**src/rtl/eirq_pkg.sv**
```systemverilog
package eirq_pkg;
  localparam int unsigned NUM_IRQ     = 16;
  localparam int unsigned DATA_W      = 32;
  localparam int unsigned ADDR_W      = 8;
  localparam int unsigned SYNC_STAGES = 2;
  localparam logic [ADDR_W-1:0] STATUS_OFS = 8'h10;
  localparam logic [ADDR_W-1:0] MASK_OFS   = 8'h14;
endpackage

```
**src/rtl/eirq_rst_sync.sv**
```systemverilog
module eirq_rst_sync #(
  parameter int unsigned STAGES = 2
) (
  input  logic clk,
  input  logic rst_n,
  output logic rst_sync_n
);
  logic [STAGES-1:0] chain_q;
  logic [STAGES-1:0] chain_d;

  always_comb chain_d = {chain_q[STAGES-2:0], 1'b1};

  always_ff @(posedge clk or negedge rst_n) begin
    if (!rst_n) chain_q <= '0;
    else        chain_q <= chain_d;
  end

  assign rst_sync_n = chain_q[STAGES-1];
endmodule

```
**src/rtl/eirq_edge_det.sv**
```systemverilog
module eirq_edge_det #(
  parameter int unsigned N      = 16,
  parameter int unsigned STAGES = 2
) (
  input  logic         clk,
  input  logic         rst_ni,
  input  logic [N-1:0] pin_i,
  output logic [N-1:0] rise_o
);
  for (genvar i = 0; i < N; i++) begin : g_bit
    logic [STAGES-1:0] sync_q;
    logic [STAGES-1:0] sync_d;
    logic              prev_q;

    always_comb sync_d = {sync_q[STAGES-2:0], pin_i[i]};

    always_ff @(posedge clk or negedge rst_ni) begin
      if (!rst_ni) begin
        sync_q <= '0;
        prev_q <= 1'b0;
      end else begin
        sync_q <= sync_d;
        prev_q <= sync_q[STAGES-1];
      end
    end

    assign rise_o[i] = sync_q[STAGES-1] & ~prev_q;

    // a detected rise is never reported two cycles running
    p_single_pulse_r2: assert property (@(posedge clk) disable iff (!rst_ni)
      rise_o[i] |=> !rise_o[i]);
  end
endmodule

```
**src/rtl/eirq_flag_bank.sv**
```systemverilog
module eirq_flag_bank #(
  parameter int unsigned N = 16
) (
  input  logic         clk,
  input  logic         rst_ni,
  input  logic [N-1:0] set_i,
  input  logic [N-1:0] sw_clr_i,
  input  logic [N-1:0] dma_clr_i,
  output logic [N-1:0] flags_o
);
  logic [N-1:0] flags_q;
  logic [N-1:0] flags_d;
  logic [N-1:0] clr_any;
  logic         upd_en;

  always_comb begin
    clr_any = sw_clr_i | dma_clr_i;
    upd_en  = (|set_i) | (|clr_any);
    // set takes priority over either clear source
    flags_d = (flags_q & ~clr_any) | set_i;
  end

  always_ff @(posedge clk or negedge rst_ni) begin
    if (!rst_ni)     flags_q <= '0;
    else if (upd_en) flags_q <= flags_d;
  end

  assign flags_o = flags_q;

  // every event leaves its flag set
  p_event_sets_r2: assert property (@(posedge clk) disable iff (!rst_ni)
    (|set_i) |=> ((flags_q & $past(set_i)) == $past(set_i)));
  // no flag rises without an event
  p_no_spurious_set_r2: assert property (@(posedge clk) disable iff (!rst_ni)
    ((flags_q & ~$past(flags_q) & ~$past(set_i)) == '0));
  // a clear with no competing event empties the flag
  p_clear_takes_r4: assert property (@(posedge clk) disable iff (!rst_ni)
    (|(clr_any & ~set_i)) |=> ((flags_q & $past(clr_any & ~set_i)) == '0));
  // same-edge race resolves to set
  p_set_wins_r5: assert property (@(posedge clk) disable iff (!rst_ni)
    (|(clr_any & set_i)) |=> ((flags_q & $past(clr_any & set_i)) == $past(clr_any & set_i)));
endmodule

```
**src/rtl/eirq_regs.sv**
```systemverilog
module eirq_regs
  import eirq_pkg::*;
#(
  parameter int unsigned N = NUM_IRQ
) (
  input  logic              clk,
  input  logic              rst_ni,
  input  logic              reg_wr,
  input  logic [ADDR_W-1:0] reg_addr,
  input  logic [DATA_W-1:0] reg_wdata,
  input  logic [N-1:0]      flags_i,
  output logic [N-1:0]      mask_o,
  output logic [N-1:0]      sw_clr_o,
  output logic [DATA_W-1:0] reg_rdata
);
  localparam int unsigned PAD_W = DATA_W - N;

  logic         hit_status;
  logic         hit_mask;
  logic         mask_we;
  logic [N-1:0] mask_q;
  logic [N-1:0] mask_d;

  always_comb begin
    hit_status = (reg_addr == STATUS_OFS);
    hit_mask   = (reg_addr == MASK_OFS);
    mask_we    = reg_wr & hit_mask;
    mask_d     = reg_wdata[N-1:0];
    sw_clr_o   = (reg_wr & hit_status) ? reg_wdata[N-1:0] : '0;
    unique case (1'b1)
      hit_status: reg_rdata = {{PAD_W{1'b0}}, flags_i};
      hit_mask:   reg_rdata = {{PAD_W{1'b0}}, mask_q};
      default:    reg_rdata = '0;
    endcase
  end

  always_ff @(posedge clk or negedge rst_ni) begin
    if (!rst_ni)      mask_q <= '0;
    else if (mask_we) mask_q <= mask_d;
  end

  assign mask_o = mask_q;

  // upper half of any read is zero
  p_upper_zero_r6: assert property (@(posedge clk) disable iff (!rst_ni)
    reg_rdata[DATA_W-1:N] == '0);
  // mask changes only through its own address
  p_mask_stable_r8: assert property (@(posedge clk) disable iff (!rst_ni)
    !(reg_wr && hit_mask) |=> $stable(mask_q));
endmodule

```
**src/rtl/eirq_req_merge.sv**
```systemverilog
module eirq_req_merge #(
  parameter int unsigned N = 16
) (
  input  logic         clk,
  input  logic         rst_ni,
  input  logic [N-1:0] flags_i,
  input  logic [N-1:0] mask_i,
  output logic         req_o
);
  logic req_d;
  logic req_q;

  always_comb req_d = |(flags_i & mask_i);

  always_ff @(posedge clk or negedge rst_ni) begin
    if (!rst_ni) req_q <= 1'b0;
    else         req_q <= req_d;
  end

  assign req_o = req_q;

  // request follows masked flags with one cycle lag
  p_req_lag_r7: assert property (@(posedge clk) disable iff (!rst_ni)
    req_q == |($past(flags_i) & $past(mask_i)));
endmodule

```
**src/rtl/eirq_aggregator.sv**
```systemverilog
module eirq_aggregator
  import eirq_pkg::*;
#(
  parameter int unsigned N      = NUM_IRQ,
  parameter int unsigned STAGES = SYNC_STAGES
) (
  input  logic              clk,
  input  logic              rst_n,
  input  logic [N-1:0]      irq_in,
  input  logic [N-1:0]      dma_ack,
  input  logic              reg_wr,
  input  logic [ADDR_W-1:0] reg_addr,
  input  logic [DATA_W-1:0] reg_wdata,
  output logic [DATA_W-1:0] reg_rdata,
  output logic              irq_req
);
  logic         rst_ni;
  logic [N-1:0] rise;
  logic [N-1:0] flags;
  logic [N-1:0] mask;
  logic [N-1:0] sw_clr;

  eirq_rst_sync #(.STAGES(2)) u_rst (
    .clk(clk), .rst_n(rst_n), .rst_sync_n(rst_ni)
  );

  eirq_edge_det #(.N(N), .STAGES(STAGES)) u_edge (
    .clk(clk), .rst_ni(rst_ni), .pin_i(irq_in), .rise_o(rise)
  );

  eirq_flag_bank #(.N(N)) u_flags (
    .clk(clk), .rst_ni(rst_ni), .set_i(rise), .sw_clr_i(sw_clr),
    .dma_clr_i(dma_ack), .flags_o(flags)
  );

  eirq_regs #(.N(N)) u_regs (
    .clk(clk), .rst_ni(rst_ni), .reg_wr(reg_wr), .reg_addr(reg_addr),
    .reg_wdata(reg_wdata), .flags_i(flags), .mask_o(mask),
    .sw_clr_o(sw_clr), .reg_rdata(reg_rdata)
  );

  eirq_req_merge #(.N(N)) u_merge (
    .clk(clk), .rst_ni(rst_ni), .flags_i(flags), .mask_i(mask), .req_o(irq_req)
  );

  // request low while held in reset
  p_reset_quiet_r1: assert property (@(posedge clk) !rst_ni |-> !irq_req);
endmodule

```
**config.mk**
```make
export PLATFORM = sky130hd
export DESIGN_NAME = eirq_aggregator
export DESIGN_NICKNAME = d
export VERILOG_FILES = /design/src/rtl/eirq_pkg.sv /design/src/rtl/eirq_rst_sync.sv /design/src/rtl/eirq_edge_det.sv /design/src/rtl/eirq_flag_bank.sv /design/src/rtl/eirq_regs.sv /design/src/rtl/eirq_req_merge.sv /design/src/rtl/eirq_aggregator.sv
export SDC_FILE = /design/constraint.sdc
export NUM_CORES = 1
export LEC_CHECK = 0
export BUFFER_PORTS_ARGS = -buffer_cell sky130_fd_sc_hd__buf_2
export CORE_UTILIZATION = 40
export CTS_BUF_LIST = sky130_fd_sc_hd__clkbuf_4
export DETAILED_ROUTE_END_ITERATION = 7
export HOLD_SLACK_MARGIN = 0.06
export PLACE_DENSITY = 0.7
export REMOVE_ABC_BUFFERS = 1
export SLEW_MARGIN = 20
export SYNTH_ARGS = -nofsm -noshare
export SYNTH_HDL_FRONTEND = slang
export SYNTH_HIERARCHICAL = 1
export SYNTH_SLANG_ARGS = --single-unit
```
**constraint.sdc**
```tcl
create_clock -name clk -period 3.65 [get_ports clk]
set_clock_uncertainty 0.2 [all_clocks]
set_input_delay 0.365 -clock clk [delete_from_list [all_inputs] [get_ports clk]]
set_output_delay 0.365 -clock clk [all_outputs]
set_load 0.03 [all_outputs]
```
=== Yosys cells after proc, flatten, opt, wreduce, memory -nomap -nowiden ===
Index checks and enable logic that the tools add are counted.

* Reductions and logical operators: 3
* $add $sub $neg: 0
* $mul: 0
* Order comparisons: 0
* Shifts and indexed selects: 0
* Eq/ne operators: 2
* Div/mod/pow operators: 0
* Bitwise gates (word level): 40
* Muxes and demuxes: 2

{| class="wikitable"
|+ Operator list
! operator !! number
|-
| $reduce_or 16->1 || 3
|-
| $and 16x16->16 || 2
|-
| $or 16x16->16 || 2
|-
| $pmux 16 s2 || 1
|-
| $and 1x1->1 || 18
|-
| $eq 8x5->1 const B || 2
|-
| $mux 16 || 1
|-
| $not 1->1 || 16
|-
| $not 16->16 || 1
|-
| $or 1x1->1 || 1
|}

* Memories: 0
* Word-level logic and storage cells: 83
* ROM bits: 0
* Flip-flop bits (word level): 83
* Bits in latches: 0
* RAM bits: 0
* Output and inout bits: 33

=== Logic depth before layout (Yosys ltp) ===
* Depth in word-level cells: 7
* Gate-level depth with buffers: 6

=== By module ===
The synthesis kept the hierarchy.

{| class="wikitable"
|+ Modules (own cells, without submodules)
! module !! instances !! area an instance (sq um) !! sequential area each (sq um) !! cells each
|-
| eirq_edge_det || 1 || 1,421.4 || 1,201.2 || 64
|-
| eirq_regs || 1 || 1,136.1 || 400.4 || 110
|-
| eirq_flag_bank || 1 || 580.6 || 400.4 || 48
|-
| eirq_req_merge || 1 || 126.4 || 25.0 || 10
|-
| eirq_rst_sync || 1 || 53.8 || 50.0 || 3
|}

=== Worst setup path before layout ===
Ideal clock, no wire load.

* Path type: input port to output port
* Start point: input port reg_addr[7]
* End point: output port reg_rdata[0]
* Required time: 3,085 ps
* Path slack: 1,111 ps
* Arrival: 1,974 ps
* Stages: 5
* Path through: or4b_4 > or2_2 > clkbuf_2 > buf_2 > nor2_1

* Cells in the longest elaborated chain, start to end: 2

{| class="wikitable"
|+ RTL lines
! element !! line !! text
|-
| from (decl) || eirq_aggregator.sv:12 || <nowiki>input logic [ADDR_W-1:0] reg_addr,</nowiki>
|-
| $eq 8x5->1, on equally long branches || eirq_regs.sv:26, eirq_regs.sv:25 ||
|-
| $pmux 16 s2 (*) || eirq_regs.sv:30 || <nowiki>unique case (1'b1)</nowiki>
|-
| to (decl) || eirq_aggregator.sv:14 || <nowiki>output logic [DATA_W-1:0] reg_rdata,</nowiki>
|}

Mark *: on every way between the ends. The rest lies on a longest branch, timed or not.

=== Worst setup path after layout ===
Same ends and word-level chain as after synthesis.

==> metrics.md <==
| Metric | Value |
|---|---|
| Status | `finished, final reports clean` |
| Initial core utilization | `42.1%` |
| Most common cell after layout, fill and taps aside | `dfrtp_1` |
| Tightest Pin Transition | `0.857 ns` |
| Hold WC Path Type | `flip-flop to async pin` |
| Synth Area in XOR/XNOR | `0%` |
| Tot GR Track Use | `16.0%` |
| GRT overflow | `0` |
| Seq/Total Area, Yosys | `62.6%` |
| Syn Inst Count | `235` |
| Kind of critical path | `primary input to output pin` |
| Global-route wire length before repair | `10,400 um` |
| Worst EP required | `3.08 ns` |
| Post-CTS Setup Inserts | `0` |
| Max Cap Viol | `0` |
| Total number of vias | `2,138` |
| RePlAce Congestion | `0.735` |
| WP data arrival | `1.97 ns` |
| Total power draw | `1.67 mW` |
| Layout cells sized above 1 | `36.1%` |
| Via density per instance | `4.52` |
| Fin area | `0.00437 mm^2` |
| Unique masters post-synth | `23` |
| Mapped cell area | `0.00332 mm^2` |
| Worst Setup Start Kind | `primary input` |
| Yosys warns | `6` |
| Largest net degree at the start of global routing | `82` |
| Slew Viols, Final | `0` |
| Initial antenna violation count | `0` |
| WL final | `6280 um` |
| H-tree levels | `3` |
| Area contributors post-synth | `dfrtp_1 (63%), nor2b_4 (6.6%), mux2_2 (5.4%), mux2i_1 (4.8%), a21o_1 (3.6%)` |
| DPL Wire Length | `3860 um` |
| Post-route ant nets | `0` |
| Total inserted antenna cells | `0` |
| Placed cell count | `406` |
| I/O pin cnt | `108` |
| Drt first pass iters | `4` |
| Mean instance size in the synthesized netlist | `14.1 um^2` |
| Rows | `32` |
| CORE AREA | `0.00789 mm^2` |
| Critical path peak fanout | `16` |
| Final nets | `441` |
| Synth Area in Adders | `0%` |
| I/O Buffers | `75` |
| Yosys top cell by area | `dfrtp_1` |
| RSZ-0062 raised after global routing | `false` |
| Most frequent cells in the layout | `dfrtp_1 (82), buf_2 (75), dlygate4sd3_1 (50), nor2_1 (32), conb_1 (17)` |
| Compound-gate portion of the synthesized area | `6.49%` |
| Share of the synthesized area in the top cell type | `62.6%` |
| Area delta synth->final | `31.6%` |
| Final Hold Viols | `0` |
| Post-route DRC | `0` |
| CTS tree | `done` |
| Die Y | `93.1 um` |
| Main combinational cell family by area after synthesis | `simple AND/OR/NAND/NOR gates` |
| Clock buffer count from CTS | `9` |
| Fmax | `395 MHz` |
| Placed instance area | `0.00373 mm^2` |
| Worst IR Drop VDD | `0.200 mV` |
| Setup TNS | `0 ns` |
| Die X | `93.1 um` |
| Initial DRC count | `46` |
| Die ar. | `0.00866 mm^2` |
| Final Critical Period | `2.53 ns` |
| Slew Limit Headroom | `42.7%` |
| Leakage | `2.23 nW` |
| Hold slack | `0.111 ns` |
| Clk buf depth | `2` |
| Part of the cycle the worst path needs | `69.3%` |
| Synthesis-stage register bit count | `83` |
| Pre-CTS WS | `1.10 ns` |
| Multiplexer area fraction after synthesis | `10.3%` |
| Simple-gate area share of the yosys netlist | `15.5%` |
| Vias in the first global route | `2,195` |
| CTS sink cnt | `83` |
| Worst-skew pair later-pin latency | `0.41 ns` |
| Finished Core Util | `55.4%` |
| Root buffer cell | `clkbuf_4` |
| Resized cells post-CTS | `0` |
| Setup violations, final | `0` |
| Post-Layout Cell Count | `473` |
| Worst-path clk slew | `0.12 ns` |
| CP Capture Type | `output pin` |
| Routed wire per std cell | `13.3 um` |
| Power per cell area | `383 mW/mm^2` |
| Setup ws final | `1.12 ns` |
[registers in the layout, indices dropped and copies added (netlist names)]
| signal | cells |
|---|---|
| u_edge/g_bit.prev_q | 16 |
| u_edge/g_bit.sync_q | 32 |
| u_flags/flags_o | 16 |
| u_merge/req_o | 1 |
| u_regs/mask_o | 16 |
| u_rst/chain_q | 2 |
[Yosys cell counts]
| master | count |
|---|---|
| a21o_1 | 16 |
| a221oi_2 | 4 |
| a22o_1 | 4 |
| and2_1 | 16 |
| buf_2 | 1 |
| buf_4 | 16 |
| buf_6 | 2 |
| clkbuf_1 | 2 |
| clkbuf_2 | 1 |
| conb_1 | 2 |
| dfrtp_1 | 83 |
| inv_1 | 1 |
| mux2_2 | 16 |
| mux2i_1 | 16 |
| nand2_1 | 1 |
| nand4_1 | 1 |
| nor2_1 | 32 |
| nor2b_4 | 16 |
| nor3_4 | 1 |
| nor4_4 | 1 |
| or2_2 | 1 |
| or3_1 | 1 |
| or4b_4 | 1 |
[path summary, 6_finish.rpt]
path | startpoint | end | depth (start not counted) | slack (ns)
max | reg_addr[7] | reg_rdata[0] | 5 | 1.12
min | u_rst/chain_q[1]$_DFF_PN0_ | u_regs/mask_o[13]$_DFFE_PN0P_ | 0 | 0.11
max reg2reg | u_flags/flags_o[3]$_DFFE_PN0P_ | u_merge/req_o$_DFF_PN0_ | 3 | 2.23
min reg2reg | u_rst/chain_q[1]$_DFF_PN0_ | u_regs/mask_o[13]$_DFFE_PN0P_ | 0 | 0.11
max in group asynchronous | rst_n | u_rst/chain_q[1]$_DFF_PN0_ | 3 | 2.54
min in group clk | u_edge/g_bit[10].sync_q[0]$_DFF_PN0_ | u_edge/g_bit[10].sync_q[1]$_DFF_PN0_ | 0 | 0.15
[where the power goes]
group          total [mW]  leakage [nW]  internal [mW]  switching [mW]
sequential           1.02          1.01          0.975          0.0448
clock               0.458        0.0596          0.162           0.295
combinational       0.194          1.16          0.109          0.0846
total                1.67          2.23           1.25           0.425
[metal layers]
| layer | track usage [%] | wire [um] | share of wire, % |
|---|---|---|---|
| met1 | 21.1 | 2890 | 46 |
| met3 | 3.33 | 318 | 5.1 |
| met2 | 25.6 | 2950 | 47 |
| met4 | 6.92 | 118 | 1.9 |
| met5 | 0 | 0 | 0 |
[cell families (layout without fill, tap and decap cells)]
family | Yosys count | in the layout
AOI/OAI and AO/OA | 24 | 24
muxes | 32 | 32
other | 2 | 17
DFF | 83 | 83
and+or+nand+nor | 71 | 71
buffers and inverters | 23 | 144
[cell type report]
cell class              instances  area, um^2
clock buffers                  12        90.1
clock inverters                 4        27.5
fillers                       663        3520
inverters                       1        3.75
multi-input cells             144        1130
flip-flops and latches         83        2080
well taps                     102         128
repair buffers                127         903
[worst max-delay path, cell delays in order]
cell    delay, ns
buf_2        0.10
or4b_4       0.57
or2_2        0.48
nor2_1       0.22
buf_2        0.23
[what timing repair did]
action                                 CTS  global route
hold buffers                            50             0
setup endpoints to repair                0             0
endpoints found under the hold margin   50             0
Note: power is estimated with default switching activity, not from simulation.
